$ cat src/rtl/ctlmt_pkg.sv
package ctlmt_pkg;

   typedef enum logic [2:0] {
      SM_REAL   = 3'd0,
      SM_V86    = 3'd1,
      SM_PROT   = 3'd2,
      SM_COMPAT = 3'd3,
      SM_WIDE   = 3'd4
   } submode_e;

   typedef enum logic [3:0] {
      SEL_C0, SEL_C2, SEL_C3, SEL_C4, SEL_C8,
      SEL_EXT, SEL_CSA, SEL_TOFS, SEL_NONE
   } sel_e;

   // index map
   localparam int unsigned IX_C0   = 0;
   localparam int unsigned IX_C2   = 2;
   localparam int unsigned IX_C3   = 3;
   localparam int unsigned IX_C4   = 4;
   localparam int unsigned IX_C8   = 8;
   localparam int unsigned IX_EXT  = 16;
   localparam int unsigned IX_CSA  = 17;
   localparam int unsigned IX_TOFS = 18;

   // bit positions that other logic decodes
   localparam int unsigned C0_PE   = 0;
   localparam int unsigned C0_ET   = 4;
   localparam int unsigned C0_PG   = 31;
   localparam int unsigned C4_PSE  = 4;
   localparam int unsigned C4_PAE  = 5;
   localparam int unsigned C4_PGE  = 7;
   localparam int unsigned EXT_LME = 8;
   localparam int unsigned EXT_LMA = 10;
   localparam int unsigned CSA_L   = 2;
   localparam int unsigned CSA_W   = 3;

   function automatic submode_e pick_submode(input logic lma, input logic l_attr,
                                             input logic pe, input logic vm);
      submode_e s;
      if (lma)      s = l_attr ? SM_WIDE : SM_COMPAT;
      else if (!pe) s = SM_REAL;
      else          s = vm ? SM_V86 : SM_PROT;
      return s;
   endfunction

endpackage

$ cat src/rtl/ctlmt_decode.sv
module ctlmt_decode
   import ctlmt_pkg::*;
#(
   parameter int unsigned IDX_W = 5
) (
   input  logic [IDX_W-1:0] idx_i,
   output sel_e             sel_o,
   output logic             legal_o
);

   always_comb begin
      sel_o   = SEL_NONE;
      legal_o = 1'b1;
      if      (idx_i == IDX_W'(IX_C0))   sel_o = SEL_C0;
      else if (idx_i == IDX_W'(IX_C2))   sel_o = SEL_C2;
      else if (idx_i == IDX_W'(IX_C3))   sel_o = SEL_C3;
      else if (idx_i == IDX_W'(IX_C4))   sel_o = SEL_C4;
      else if (idx_i == IDX_W'(IX_C8))   sel_o = SEL_C8;
      else if (idx_i == IDX_W'(IX_EXT))  sel_o = SEL_EXT;
      else if (idx_i == IDX_W'(IX_CSA))  sel_o = SEL_CSA;
      else if (idx_i == IDX_W'(IX_TOFS)) sel_o = SEL_TOFS;
      else                               legal_o = 1'b0;
   end

endmodule

$ cat src/rtl/ctlmt_flush.sv
module ctlmt_flush
   import ctlmt_pkg::*;
#(
   parameter int unsigned NUM_TLB = 2
) (
   input  logic               clk_i,
   input  logic               rst_ni,
   input  logic               wr_ok_i,
   input  sel_e               sel_i,
   input  logic               pg_toggle_i,
   input  logic               feat_toggle_i,
   output logic [NUM_TLB-1:0] all_o,
   output logic [NUM_TLB-1:0] ng_o
);

   logic all_req, ng_req;

   assign all_req = wr_ok_i && (((sel_i == SEL_C0) && pg_toggle_i) ||
                                ((sel_i == SEL_C4) && feat_toggle_i));
   assign ng_req  = wr_ok_i && (sel_i == SEL_C3);

   for (genvar t = 0; t < NUM_TLB; t++) begin : g_tlb
      always_ff @(posedge clk_i) begin
         if (!rst_ni) begin
            all_o[t] <= 1'b0;
            ng_o[t]  <= 1'b0;
         end else begin
            all_o[t] <= all_req;
            ng_o[t]  <= ng_req;
         end
      end
   end

endmodule

$ cat src/rtl/ctlmt_mode.sv
module ctlmt_mode
   import ctlmt_pkg::*;
(
   input  logic     clk_i,
   input  logic     rst_ni,
   input  logic     upd_i,
   input  logic     lma_i,
   input  logic     l_attr_i,
   input  logic     pe_i,
   input  logic     vm_i,
   output submode_e submode_o
);

   always_ff @(posedge clk_i) begin
      if (!rst_ni)    submode_o <= SM_REAL;
      else if (upd_i) submode_o <= pick_submode(lma_i, l_attr_i, pe_i, vm_i);
   end

endmodule

$ cat src/rtl/ctlmt_top.sv
module ctlmt_top
   import ctlmt_pkg::*;
#(
   parameter int unsigned XLEN    = 64,
   parameter int unsigned IDX_W   = 5,
   parameter int unsigned NUM_TLB = 2
) (
   input  logic               clk_i,
   input  logic               rst_ni,
   input  logic [IDX_W-1:0]   idx_i,
   input  logic               wr_en_i,
   input  logic               rd_en_i,
   input  logic [XLEN-1:0]    wdata_i,
   input  logic [XLEN-1:0]    cycle_i,
   input  logic               vm_flag_i,
   output logic [XLEN-1:0]    rdata_o,
   output logic               err_o,
   output logic               long_mode_o,
   output logic [2:0]         submode_o,
   output logic [1:0]         cpl_o,
   output logic [NUM_TLB-1:0] flush_all_o,
   output logic [NUM_TLB-1:0] flush_ng_o
);

   localparam logic [XLEN-1:0] ONE    = XLEN'(1);
   localparam logic [XLEN-1:0] ET_M   = ONE << C0_ET;
   localparam logic [XLEN-1:0] LMA_M  = ONE << EXT_LMA;
   localparam logic [XLEN-1:0] FEAT_M = (ONE << C4_PSE) | (ONE << C4_PAE) | (ONE << C4_PGE);

   if (XLEN < 32) begin : g_bad_xlen
      $error("ctlmt_top: XLEN must be at least 32");
   end
   if (IDX_W < 5) begin : g_bad_idx
      $error("ctlmt_top: IDX_W must be at least 5");
   end
   if (NUM_TLB < 1) begin : g_bad_tlb
      $error("ctlmt_top: NUM_TLB must be at least 1");
   end

   sel_e sel;
   logic legal, wr_ok, pg_tog, feat_tog;

   ctlmt_decode #(.IDX_W(IDX_W)) u_dec (
      .idx_i   (idx_i),
      .sel_o   (sel),
      .legal_o (legal)
   );

   assign wr_ok = wr_en_i && legal;

   logic [XLEN-1:0]  c0_q, c2_q, c3_q, c4_q, c8_q, ext_q, tofs_q;
   logic [XLEN-1:0]  c0_n, c2_n, c3_n, c4_n, c8_n, ext_n, tofs_n;
   logic [CSA_W-1:0] csa_q, csa_n;

   assign pg_tog   = c0_q[C0_PG] ^ wdata_i[C0_PG];
   assign feat_tog = |((c4_q ^ wdata_i) & FEAT_M);

   always_comb begin
      c0_n = c0_q; c2_n = c2_q; c3_n = c3_q; c4_n = c4_q; c8_n = c8_q;
      ext_n = ext_q; csa_n = csa_q; tofs_n = tofs_q;
      if (wr_ok) begin
         case (sel)
            SEL_C0: begin
               c0_n = wdata_i | ET_M;
               if (pg_tog && ext_q[EXT_LME]) ext_n[EXT_LMA] = wdata_i[C0_PG];
            end
            SEL_C2:   c2_n   = wdata_i;
            SEL_C3:   c3_n   = wdata_i;
            SEL_C4:   c4_n   = wdata_i;
            SEL_C8:   c8_n   = wdata_i;
            SEL_EXT:  ext_n  = (wdata_i & ~LMA_M) | (ext_q & LMA_M);
            SEL_CSA:  csa_n  = wdata_i[CSA_W-1:0];
            SEL_TOFS: tofs_n = wdata_i - cycle_i;
            default: ;
         endcase
      end
   end

   always_ff @(posedge clk_i) begin
      if (!rst_ni) begin
         c0_q <= '0; c2_q <= '0; c3_q <= '0; c4_q <= '0; c8_q <= '0;
         ext_q <= '0; csa_q <= '0; tofs_q <= '0;
      end else begin
         c0_q <= c0_n; c2_q <= c2_n; c3_q <= c3_n; c4_q <= c4_n; c8_q <= c8_n;
         ext_q <= ext_n; csa_q <= csa_n; tofs_q <= tofs_n;
      end
   end

   // read path
   logic [XLEN-1:0] rd_val;
   always_comb begin
      case (sel)
         SEL_C0:   rd_val = c0_q | ET_M;
         SEL_C2:   rd_val = c2_q;
         SEL_C3:   rd_val = c3_q;
         SEL_C4:   rd_val = c4_q;
         SEL_C8:   rd_val = c8_q;
         SEL_EXT:  rd_val = ext_q;
         SEL_CSA:  rd_val = XLEN'(csa_q);
         SEL_TOFS: rd_val = tofs_q + cycle_i;
         default:  rd_val = '0;
      endcase
   end

   always_ff @(posedge clk_i) begin
      if (!rst_ni) begin
         rdata_o <= '0;
         err_o   <= 1'b0;
      end else begin
         if (rd_en_i) rdata_o <= rd_val;
         err_o <= (wr_en_i || rd_en_i) && !legal;
      end
   end

   // mode and submode
   submode_e sub_q;

   ctlmt_mode u_mode (
      .clk_i     (clk_i),
      .rst_ni    (rst_ni),
      .upd_i     (wr_ok),
      .lma_i     (ext_n[EXT_LMA]),
      .l_attr_i  (csa_n[CSA_L]),
      .pe_i      (c0_n[C0_PE]),
      .vm_i      (vm_flag_i),
      .submode_o (sub_q)
   );

   assign submode_o   = sub_q;
   assign long_mode_o = ext_q[EXT_LMA];
   assign cpl_o       = csa_q[1:0];

   ctlmt_flush #(.NUM_TLB(NUM_TLB)) u_flush (
      .clk_i         (clk_i),
      .rst_ni        (rst_ni),
      .wr_ok_i       (wr_ok),
      .sel_i         (sel),
      .pg_toggle_i   (pg_tog),
      .feat_toggle_i (feat_tog),
      .all_o         (flush_all_o),
      .ng_o          (flush_ng_o)
   );

   // checks on the state and outputs
   assert_long_sub_R3: assert property (@(posedge clk_i) disable iff (!rst_ni)
      long_mode_o |-> (sub_q == SM_COMPAT || sub_q == SM_WIDE));

   assert_real_sub_R3: assert property (@(posedge clk_i) disable iff (!rst_ni)
      (!long_mode_o && !c0_q[C0_PE]) |-> (sub_q == SM_REAL));

   assert_lma_src_R2: assert property (@(posedge clk_i) disable iff (!rst_ni)
      !$stable(long_mode_o) |-> $past(wr_ok && sel == SEL_C0));

   assert_pg_flush_R4: assert property (@(posedge clk_i) disable iff (!rst_ni)
      (wr_ok && sel == SEL_C0 && pg_tog) |=> (&flush_all_o));

   assert_et_read_R5: assert property (@(posedge clk_i) disable iff (!rst_ni)
      (rd_en_i && sel == SEL_C0) |=> rdata_o[C0_ET]);

   assert_root_ng_R6: assert property (@(posedge clk_i) disable iff (!rst_ni)
      (wr_ok && sel == SEL_C3) |=> (&flush_ng_o));

   assert_illegal_keep_R9: assert property (@(posedge clk_i) disable iff (!rst_ni)
      (wr_en_i && !legal) |=> (err_o && $stable(c0_q) && $stable(ext_q) &&
                               $stable(csa_q) && $stable(tofs_q)));

endmodule

$ cat config.mk
export PLATFORM = sky130hd
export DESIGN_NAME = ctlmt_top
export DESIGN_NICKNAME = d
export VERILOG_FILES = /design/src/rtl/ctlmt_pkg.sv /design/src/rtl/ctlmt_decode.sv /design/src/rtl/ctlmt_flush.sv /design/src/rtl/ctlmt_mode.sv /design/src/rtl/ctlmt_top.sv
export SDC_FILE = /design/constraint.sdc
export NUM_CORES = 1
export LEC_CHECK = 0
export BUFFER_PORTS_ARGS = -buffer_cell sky130_fd_sc_hd__buf_2
export CAP_MARGIN = 25
export CORE_MARGIN = 2
export CORE_UTILIZATION = 61
export CTS_CLUSTER_SIZE = 30
export DETAILED_ROUTE_END_ITERATION = 10
export PLACE_DENSITY = 0.82
export SLEW_MARGIN = 20
export SYNTH_ARGS = -nofsm -noshare
export SYNTH_HDL_FRONTEND = slang
export SYNTH_SLANG_ARGS = --single-unit
$ cat constraint.sdc
create_clock -name clk_i -period 6.1 [get_ports clk_i]
set_clock_uncertainty 0.2 [all_clocks]
set_input_delay 1.83 -clock clk_i [delete_from_list [all_inputs] [get_ports clk_i]]
set_output_delay 1.83 -clock clk_i [all_outputs]
set_load 0.02 [all_outputs]
# [Word-level counts from Yosys, hierarchy flattened]
# Cells that the tools add are included.
[op_classes] n_bitwise=3 addsub=2 n_reduce_logical=21 mux=29 eq_ne=14
[op_table] cell="64-bit one-hot mux with 8 select lines" n=1
[op_table] cell="64-bit adder" n=1
[op_table] cell="64-bit by 11-bit bitwise OR with 64-bit output" n=1
[op_table] cell="64-bit subtractor" n=1
[op_table] cell="4-bit 2-to-1 mux" n=8
[op_table] cell="4-bit by 3-bit == test with 1-bit output (second input constant)" n=4
[op_table] cell="2-bit AND reduction" n=8
[op_table] cell="5-bit == test (second input constant)" n=3
[op_table] cell="3-bit 2-to-1 mux" n=5
[op_table] cell="1-bit 2-to-1 mux" n=11
[op_table] cell="11-bit 2-to-1 mux" n=1
[op_table] cell="5-bit by 2-bit == test with 1-bit output (second input constant)" n=2
[op_table] cell="10-bit 2-to-1 mux" n=1
[op_table] cell="4-bit by 2-bit == test with 1-bit output (second input constant)" n=2
[op_table] cell="8-bit XOR" n=1
[op_table] cell="1-bit logical AND" n=7
[op_table] cell="5-bit by 3-bit == test with 1-bit output (second input constant)" n=1
[op_table] cell="5-bit by 4-bit == test with 1-bit output (second input constant)" n=1
[op_table] cell="5-bit logical NOT" n=1
[op_table] cell="4-bit by 1-bit == test with 1-bit output (second input constant)" n=1
[op_table] cell="4-bit logical NOT" n=1
[op_table] cell="3-bit OR reduction" n=1
[op_table] cell="1-bit logical OR" n=2
[op_table] cell="2-bit 2-to-1 mux" n=1
[op_table] cell="other kinds (3)" n=3
[totals] input_bits=138 wordCells=85 ff_bits=521 out_inout_bits=75

# [Depth between registers and ports, before layout]
# Gate-level depths: netlist of run 1.
[logic_depth] ltp_word=14 depth_mapped=14 mapped_depth_nobuf=13

# [Hierarchy]
# A second synthesis of run 1 with hierarchy kept.
[unflattened] hier_cells=3744 area_unflattened_um2=29021.6
[modules_own_cells] module="ctlmt_top" area_per_inst_um2=28663.7 instances=1 cells_each=3702
[modules_own_cells] module="ctlmt_decode" area_per_inst_um2=140.1 instances=1 cells_each=20
[modules_own_cells] module="ctlmt_mode" area_per_inst_um2=125.1 instances=1 cells_each=13
[modules_own_cells] module="ctlmt_flush" area_per_inst_um2=92.6 instances=1 cells_each=9

# [Worst setup path before layout of run 1]
# No wires, ideal clock.
[synth_timing] kind="input -> register" startpoint="in cycle_i[0]" endpoint="reg rdata_o[60]" path_stages=13 setup_time_ns=0.124 t_arrival_ns=4.689 required_time_ns=5.776 slack_ns=1.086 path_buffers=0 path_cell_list="ha_1 -> inv_1 -> fa_1 -> and2b_1 -> o2111ai_2 -> a2111oi_2 -> a211oi_1 -> or3_4 -> a311o_1 -> and3_4 -> o41ai_4 -> xnor2_1 -> o21ai_1"
[synth_via] elab_chain_cells=2
[synth_lines] element="start, declared" line="ctlmt_top.sv:14" text="input logic [XLEN-1:0] cycle_i,"
[synth_lines] element="64-bit adder" line="ctlmt_top.sv:100" text="SEL_TOFS: rd_val = tofs_q + cycle_i;"
[synth_lines] element="64-bit one-hot mux with 8 select lines" line="ctlmt_top.sv:92" text="case (sel)"
[synth_lines] element="end signal, assigned" line="ctlmt_top.sv:110" text="if (rd_en_i) rdata_o <= rd_val;"
[synth_lines] element="end, declared" line="ctlmt_top.sv:16" text="output logic [XLEN-1:0] rdata_o,"
# No other way between the ends.
# A chain may end at the register's enable or synchronous reset.

# [Worst setup path after layout of run 1]
[layout_timing] startpoint="in cycle_i[0]" endpoint="reg rdata_o[62]"
# The elaborated chain is that of the path after synthesis.

==> summary.md, run 1 <==
| Metric | Value |
|---|---|
| Outcome | `complete, no violations` |
| Critical path class | `input pin to register` |
| CTS sink count | `520` |
| Final setup TNS | `0 ps` |
| Max-Cap Viols | `0` |
| Syn Inst Count | `3717` |
| Hold buffers post-CTS | `0` |
| Critical path capture point type | `register` |
| Relative slew slack | `29.11%` |
| Yosys cell types | `80` |
| Die H | `216.9 um` |
| Clock Tree Buf Depth | `3` |
| Warnings from Yosys | `0` |
| First-pass GRT wire length | `147600 um` |
| # Post-CTS Setup Buffers | `0` |
| Final routed DRC violation total | `0` |
| EDFF count, synth | `0` |
| H-tree depth | `2` |
| Drt wl/cell | `22.09 um` |
| CTS clk-pin slew, worst paths | `70 ps` |
| GP Congestion | `1.047` |
| Routed Antenna Nets | `0` |
| CTS Buf Count | `54` |
| CTS tree | `built` |
| Mapped cell area | `27640 um^2` |
| Worst IR drop on VDD | `220.1 uV` |
| Synth Net Count | `3983` |
| DR iter-0 viols | `3944` |
| Vias in the first global route | `26310` |
| Die Wd | `216.9 um` |
| Clock Latency Late Sink | `630 ps` |
| Dpl hpwl | `64060 um` |
| Grt total ovfl | `0` |
| DRT Pass-1 Iters | `6` |
| Port Buf Inserts | `212` |
| Fin. max-slew vios | `0` |
| Layout cell share with drive strength beyond 1 | `10.46%` |
| Row cnt | `77` |
| CP max FO | `4` |
| Worst hold path type | `register to register` |
| Critical path launch point type | `input pin` |
| Final setup viols | `0` |
| P per Cell Area | `252.3 nW/um^2` |
| Most common flop cell mapped by yosys | `dfxtp_1` |
| CP required | `6410 ps` |
| Critical Path AT | `5400 ps` |
| Syn_area_per_cell | `7.436 um^2` |
| Ys async rst share | `0%` |
| Total Power | `7.785 mW` |
| Initial antenna violation count | `2` |
| Period Utilization, post-route | `83.45%` |
| Least-Margin Pin Slew | `1062 ps` |
| Final setup margin | `1009 ps` |
| Vias | `28530` |
| Seq cells post-synth | `520` |
| Sequential-to-total area share from yosys stat | `37.66%` |
| Fill cell count | `3789` |
| Fmax | `0.1964 GHz` |
| Vias per cell | `6.471` |
| I/O pin total | `213` |
| Hold Vio Cnt, Final | `0` |
| Tmin final | `5091 ps` |
| Starting Density | `62.10%` |
| PostCTS Resize Cnt | `0` |
| Gr usage total | `39.92%` |
| Most common cell after layout, fill and taps aside | `nand2_1` |
| RSZ-0062 raised after global routing | `no` |
| Routed WL | `97370 um` |
| CTS root buf | `clkbuf_16` |
| Largest net degree at the start of global routing | `214` |
| Synth-to-Final Area Change | `11.65%` |
| Leakage | `11.55 nW` |
| Final #Nets | `4036` |
| CORE AREA | `44510 um^2` |
| Most frequent cells in the layout | `nand2_1 (964), a21oi_1 (625), dfxtp_1 (520)` |
| DP Worst Slack | `428.6 ps` |
| Die area | `47030 um^2` |
==> cell families after synthesis <==
family	Yosys count	share of synthesized area [%]
flops	520	37.66
simple gates	1360	20.71
xor+xnor	101	3.200
buf+inv	377	5.197
fa+ha+maj	128	5.849
mux	3	0.1086
compound gates	1228	27.27
==> worst paths after layout <==
path                                from                       end  slack [ps]  cells after the start
setup / recovery              cycle_i[0]  rdata_o[62]$_SDFFE_PN0P_        1010                     14
hold reg to reg    c3_q[30]$_SDFFE_PN0P_     c3_q[30]$_SDFFE_PN0P_         250                      2
setup reg to reg  tofs_q[0]$_SDFFE_PN0P_  rdata_o[62]$_SDFFE_PN0P_        1960                     13
hold / removal     c3_q[30]$_SDFFE_PN0P_     c3_q[30]$_SDFFE_PN0P_         250                      2
==> layer usage <==
metal	GRT usage, %	vias to the layer above	wire, um
li1	-	13170	-
met1	50.12	13170	36640
met2	63.86	1809	43470
met3	6.681	377	10560
met4	25.57	2	6682
met5	0	-	13
==> stage by stage <==
stage	cells	hold WS (ps)	cell area (um^2)	util (%)
after floorplan	3717	235.6	27640	-
after global placement	4306	240.8	29000	65.14
after detailed placement	4306	246.0	29000	65.14
after CTS	4405	254.0	30850	69.32
after global routing	4406	263.4	30860	69.32
final	4408	252.7	30860	69.33
==> layout make-up <==
class / count / area [um^2] / area share, %
inverter: 112 / 427.9 / 1.387
antenna: 3 / 7.507 / 0.02433
timing repair buffer: 262 / 1536 / 4.979
multi-input combinational: 2820 / 15880 / 51.46
tap: 592 / 740.7 / 2.400
sequential: 520 / 10410 / 33.73
clock inverter: 15 / 244.0 / 0.7906
clock buffer: 84 / 1614 / 5.230
==> cell usage after synthesis, types with 7 or more instances <==
cell	count	area [um^2]
ha_1	126	1577
xor2_1	42	367.9
o21a_1	11	82.58
a21oi_1	625	3128
a22oi_1	121	908.4
a22o_1	11	96.34
clkbuf_1	236	885.9
a221oi_1	13	113.9
and3_1	20	125.1
nand4_1	63	394.1
nor2b_1	10	62.56
o31ai_1	7	52.55
inv_1	111	416.7
and4_1	7	61.31
a21o_1	65	488.0
o21bai_1	29	217.7
a211oi_1	26	195.2
or3_1	14	87.58
nor3_1	21	105.1
a31oi_1	49	306.5
nor2_1	132	495.5
or2_2	9	56.30
o2111ai_1	9	78.83
a222oi_1	34	340.3
o21ai_0	135	675.7
buf_1	20	75.07
nand3_1	56	280.3
nand2b_1	11	68.82
nand2_1	971	3645
nor3b_1	7	52.55
xnor2_1	59	516.8
o211ai_1	21	157.7
dfxtp_1	520	10410
and2_1	16	100.1
==> worst max-delay path, stage by stage <==
cell and delay, ps:
buf_2 110, ha_1 190, inv_1 60, fa_1 390, and2b_1 270, o2111ai_2 180
a2111oi_2 480, a211oi_1 140, or2_2 340, o21ai_2 310, a31oi_1 280, o311ai_2 410
a21oi_1 120, a311o_1 270
==> flip-flops by register name, summed over array words and instances, names as in the netlist <==
register and count:
ext_q 64, u_flush.all_o 1, c2_q 64, c0_q 63, c8_q 64, rdata_o 64, tofs_q 64, csa_q 3
c4_q 64, c3_q 64, u_flush.ng_o 1, err_o 1, u_mode.submode_o 3
==> power breakdown <==
group	internal [mW]	total, mW	switching (mW)
combinational	0.284	0.887	0.603
sequential	3.42	3.43	0.0123
clock	2.03	3.47	1.44
total	5.73	7.79	2.05
(Power assumes the default switching activity.)
==> run 2, diff against run 1 <==
clock period = 5.25 ns   (was 6.1 ns; I/O delays follow)
==> run 2 against run 1 <==
Net effect:
- first-iteration DRC count fell by 9.3%
- clock-buffer cell count decreased by 6
- power grew 15%
- clock power grew 13%
- global-route usage up 1.6 points
==> summary.md, run 2 (same netlist as run 1, synthesis figures left out) <==
| Metric | Value |
|---|---|
| Relative slew slack | `22.89% (was 29.11%)` |
| Outcome | `complete, no violations (unchanged)` |
| Final routed DRC violation total | `0 (unchanged)` |
| CP max stage cell | `a2111oi_2 (unchanged)` |
| Hold buffers post-CTS | `0 (unchanged)` |
| Critical path's top delay family | `compound AO/OA/AOI/OAI gates (unchanged)` |
| Final #Nets | `4070 (was 4036)` |
| R2r worst-path depth | `13 (unchanged)` |
| Highest routed layer | `met5 (unchanged)` |
| Most frequent cells in the layout | `nand2_1 (964), a21oi_1 (625), dfxtp_1 (520) (unchanged)` |
| CTS clk-pin slew, worst paths | `60 ps (was 70 ps)` |
| Routed WL | `100500 um (was 97370 um)` |
| Hold slack final | `253.7 ps (was 252.7 ps)` |
| Reg-to-Reg Start | `tofs_q[0]$_SDFFE_PN0P_ (unchanged)` |
| Worst hold path type | `register to register (unchanged)` |
| P per Cell Area | `287.8 nW/um^2 (was 252.3 nW/um^2)` |
| Tmin final | `4682 ps` |
| CTS tree | `built (unchanged)` |
| Post-route met1 wirelength | `38200 um (was 36640 um)` |
| Fmax | `0.2136 GHz` |
| Vias per cell | `6.455 (was 6.471)` |
| Hold path depth | `2 (unchanged)` |
| Worst stage delay on the critical path | `470 ps (was 480 ps)` |
| Worst hold endpoint | `c4_q[19]$_SDFFE_PN0P_ (was c3_q[30]$_SDFFE_PN0P_)` |
| DRT Pass-1 Iters | `6 (unchanged)` |
| Final Core Density | `69.88% (was 69.33%)` |
| Die H | `216.9 um (unchanged)` |
| Final setup TNS | `0 ps (unchanged)` |
| Starting Density | `62.10% (unchanged)` |
| Crit-path cells | `buf_2 > ha_1 > inv_1 > fa_1 > and2b_1 > o2111ai_2 > a2111oi_2 > a211oi_1 > or3_4 > a311o_1 > and3_4 > o41ai_4 > xnor2_1 > o21ai_1 (was buf_2 > ha_1 > inv_1 > fa_1 > and2b_1 > o2111ai_2 > a2111oi_2 > a211oi_1 > or2_2 > o21ai_2 > a31oi_1 > o311ai_2 > a21oi_1 > a311o_1)` |
| Final setup viols | `0 (unchanged)` |
| Critical Path AT | `4980 ps (was 5400 ps)` |
| Most common cell after layout, fill and taps aside | `nand2_1 (unchanged)` |
| Vias | `28680 (was 28530)` |
| Dpl hpwl | `68250 um (was 64060 um)` |
| Hold Vio Cnt, Final | `0 (unchanged)` |
| Drt wl/cell | `22.62 um (was 22.09 um)` |
| RSZ-0062 raised after global routing | `no (unchanged)` |
| PostCTS Resize Cnt | `0 (unchanged)` |
| Synth-to-Final Area Change | `12.53% (was 11.65%)` |
| Fin. max-slew vios | `0 (unchanged)` |
| Leakage | `11.68 nW (was 11.55 nW)` |
| GP Congestion | `1.012 (was 1.047)` |
| CORE AREA | `44510 um^2 (unchanged)` |
| Least-Margin Pin Slew | `1157 ps (was 1062 ps)` |
| Period Utilization, post-route | `89.18%` |
| Clock Tree Buf Depth | `3 (unchanged)` |
| Buf/Inv on CP | `2 (unchanged)` |
| CP max FO | `3 (was 4)` |
| Die Wd | `216.9 um (unchanged)` |
| Vias in the first global route | `26790 (was 26310)` |
| H-tree depth | `2 (unchanged)` |
| I/O pin total | `213 (unchanged)` |
| Layout cell share with drive strength beyond 1 | `11.30% (was 10.46%)` |
| Grt total ovfl | `0 (unchanged)` |
| Critical path class | `input pin to register (unchanged)` |
| Row cnt | `77 (unchanged)` |
| CTS root buf | `clkbuf_16 (unchanged)` |
| Largest net degree at the start of global routing | `96 (was 214)` |
| Routed met2 length | `44570 um (was 43470 um)` |
| CTS Buf Count | `55 (was 54)` |
| Clock Latency Late Sink | `630 ps (about the same)` |
| DR iter-0 viols | `3579 (was 3944)` |
| Fill cell count | `3859 (was 3789)` |
| Gr usage total | `41.49% (was 39.92%)` |
| Port Buf Inserts | `212 (unchanged)` |
| CTS sink count | `520 (unchanged)` |
| Hold path startpoint | `c4_q[19]$_SDFFE_PN0P_ (was c3_q[30]$_SDFFE_PN0P_)` |
| Critical path launch point type | `input pin (unchanged)` |
| Met3 WL | `10710 um (was 10560 um)` |
| Critical path capture point type | `register (unchanged)` |
| Routed Antenna Nets | `0 (unchanged)` |
| Flop-to-flop setup slack | `1260 ps (was 1960 ps)` |
| First-pass GRT wire length | `152700 um (was 147600 um)` |
| Total Power | `8.951 mW (was 7.785 mW)` |
| RR Endpoint | `rdata_o[60]$_SDFFE_PN0P_ (was rdata_o[62]$_SDFFE_PN0P_)` |
| Max-Cap Viols | `0 (unchanged)` |
| Die area | `47030 um^2 (unchanged)` |
| # Post-CTS Setup Buffers | `0 (unchanged)` |
| CP required | `5540 ps (was 6410 ps)` |
| Worst IR drop on VDD | `277.9 uV (was 220.1 uV)` |
| Initial antenna violation count | `4 (was 2)` |
-- run 2: cell count changes in the layout (fill, tap and decap cells not counted), sizes merged --
cell	previous run	this run
buf	262	295
bufinv	5	3
clkbuf	84	78
clkinv	8	15
clkinvlp	0	4
diode	3	2
-- run 2: how the worst max path moves through the flow --
stage,to,start,cells past startpoint,slack (ps)
final,rdata_o[60]$_SDFFE_PN0P_,cycle_i[0],14,570
after global routing,rdata_o[60]$_SDFFE_PN0P_,cycle_i[0],14,480
after CTS,rdata_o[60]$_SDFFE_PN0P_,cycle_i[0],14,600
after detailed placement,rdata_o[60]$_SDFFE_PN0P_,cycle_i[0],14,-20
after global placement,rdata_o[60]$_SDFFE_PN0P_,cycle_i[0],14,-20
after floorplan,rdata_o[60]$_SDFFE_PN0P_,cycle_i[0],13,490
-- run 2: area by class of cell --
class / instances / area, um^2 / share of cell area [%]
multi-input combinational: 2820 / 15880 / 51.05
tap: 592 / 740.7 / 2.381
timing repair buffer: 295 / 1859 / 5.977
clock buffer: 78 / 1543 / 4.960
clock inverter: 24 / 239.0 / 0.7683
inverter: 112 / 427.9 / 1.376
antenna: 2 / 5.005 / 0.01609
sequential: 520 / 10410 / 33.47
-- run 2: routing by layer --
layer / GRT usage [%] / vias to the layer above
met1: 52.56 / 13310
li1: - / 13230
met4: 25.78 / 4
met3: 6.960 / 400
met5: 0 / -
met2: 66.13 / 1735
-- run 2: metrics by stage --
stage | worst slack [ps] | instance area, um^2 | instances
4_1_cts | 598.1 | 31100 | 4441
6_report | 568.1 | 31100 | 4443
3_3_place_gp | -17.72 | 29320 | 4339
2_1_floorplan | 491.4 | 27640 | 3717
5_1_grt | 484.4 | 31100 | 4442
3_5_place_dp | -24.19 | 29320 | 4339
-- run 2: worst register-to-register path, stage by stage (launching register included) --
cell and delay, ps:
dfxtp_1 350, ha_1 190, inv_1 60, fa_1 390
and2b_1 260, o2111ai_2 180, a2111oi_2 470, a211oi_1 140
or3_4 410, a311o_1 420, and3_4 230, o41ai_4 320
xnor2_1 150, o21ai_1 70
-- run 2: report_power, final --
group          internal [mW]  switching (mW)
registers               3.97          0.0146
logic                  0.344           0.713
clock network           2.20            1.71
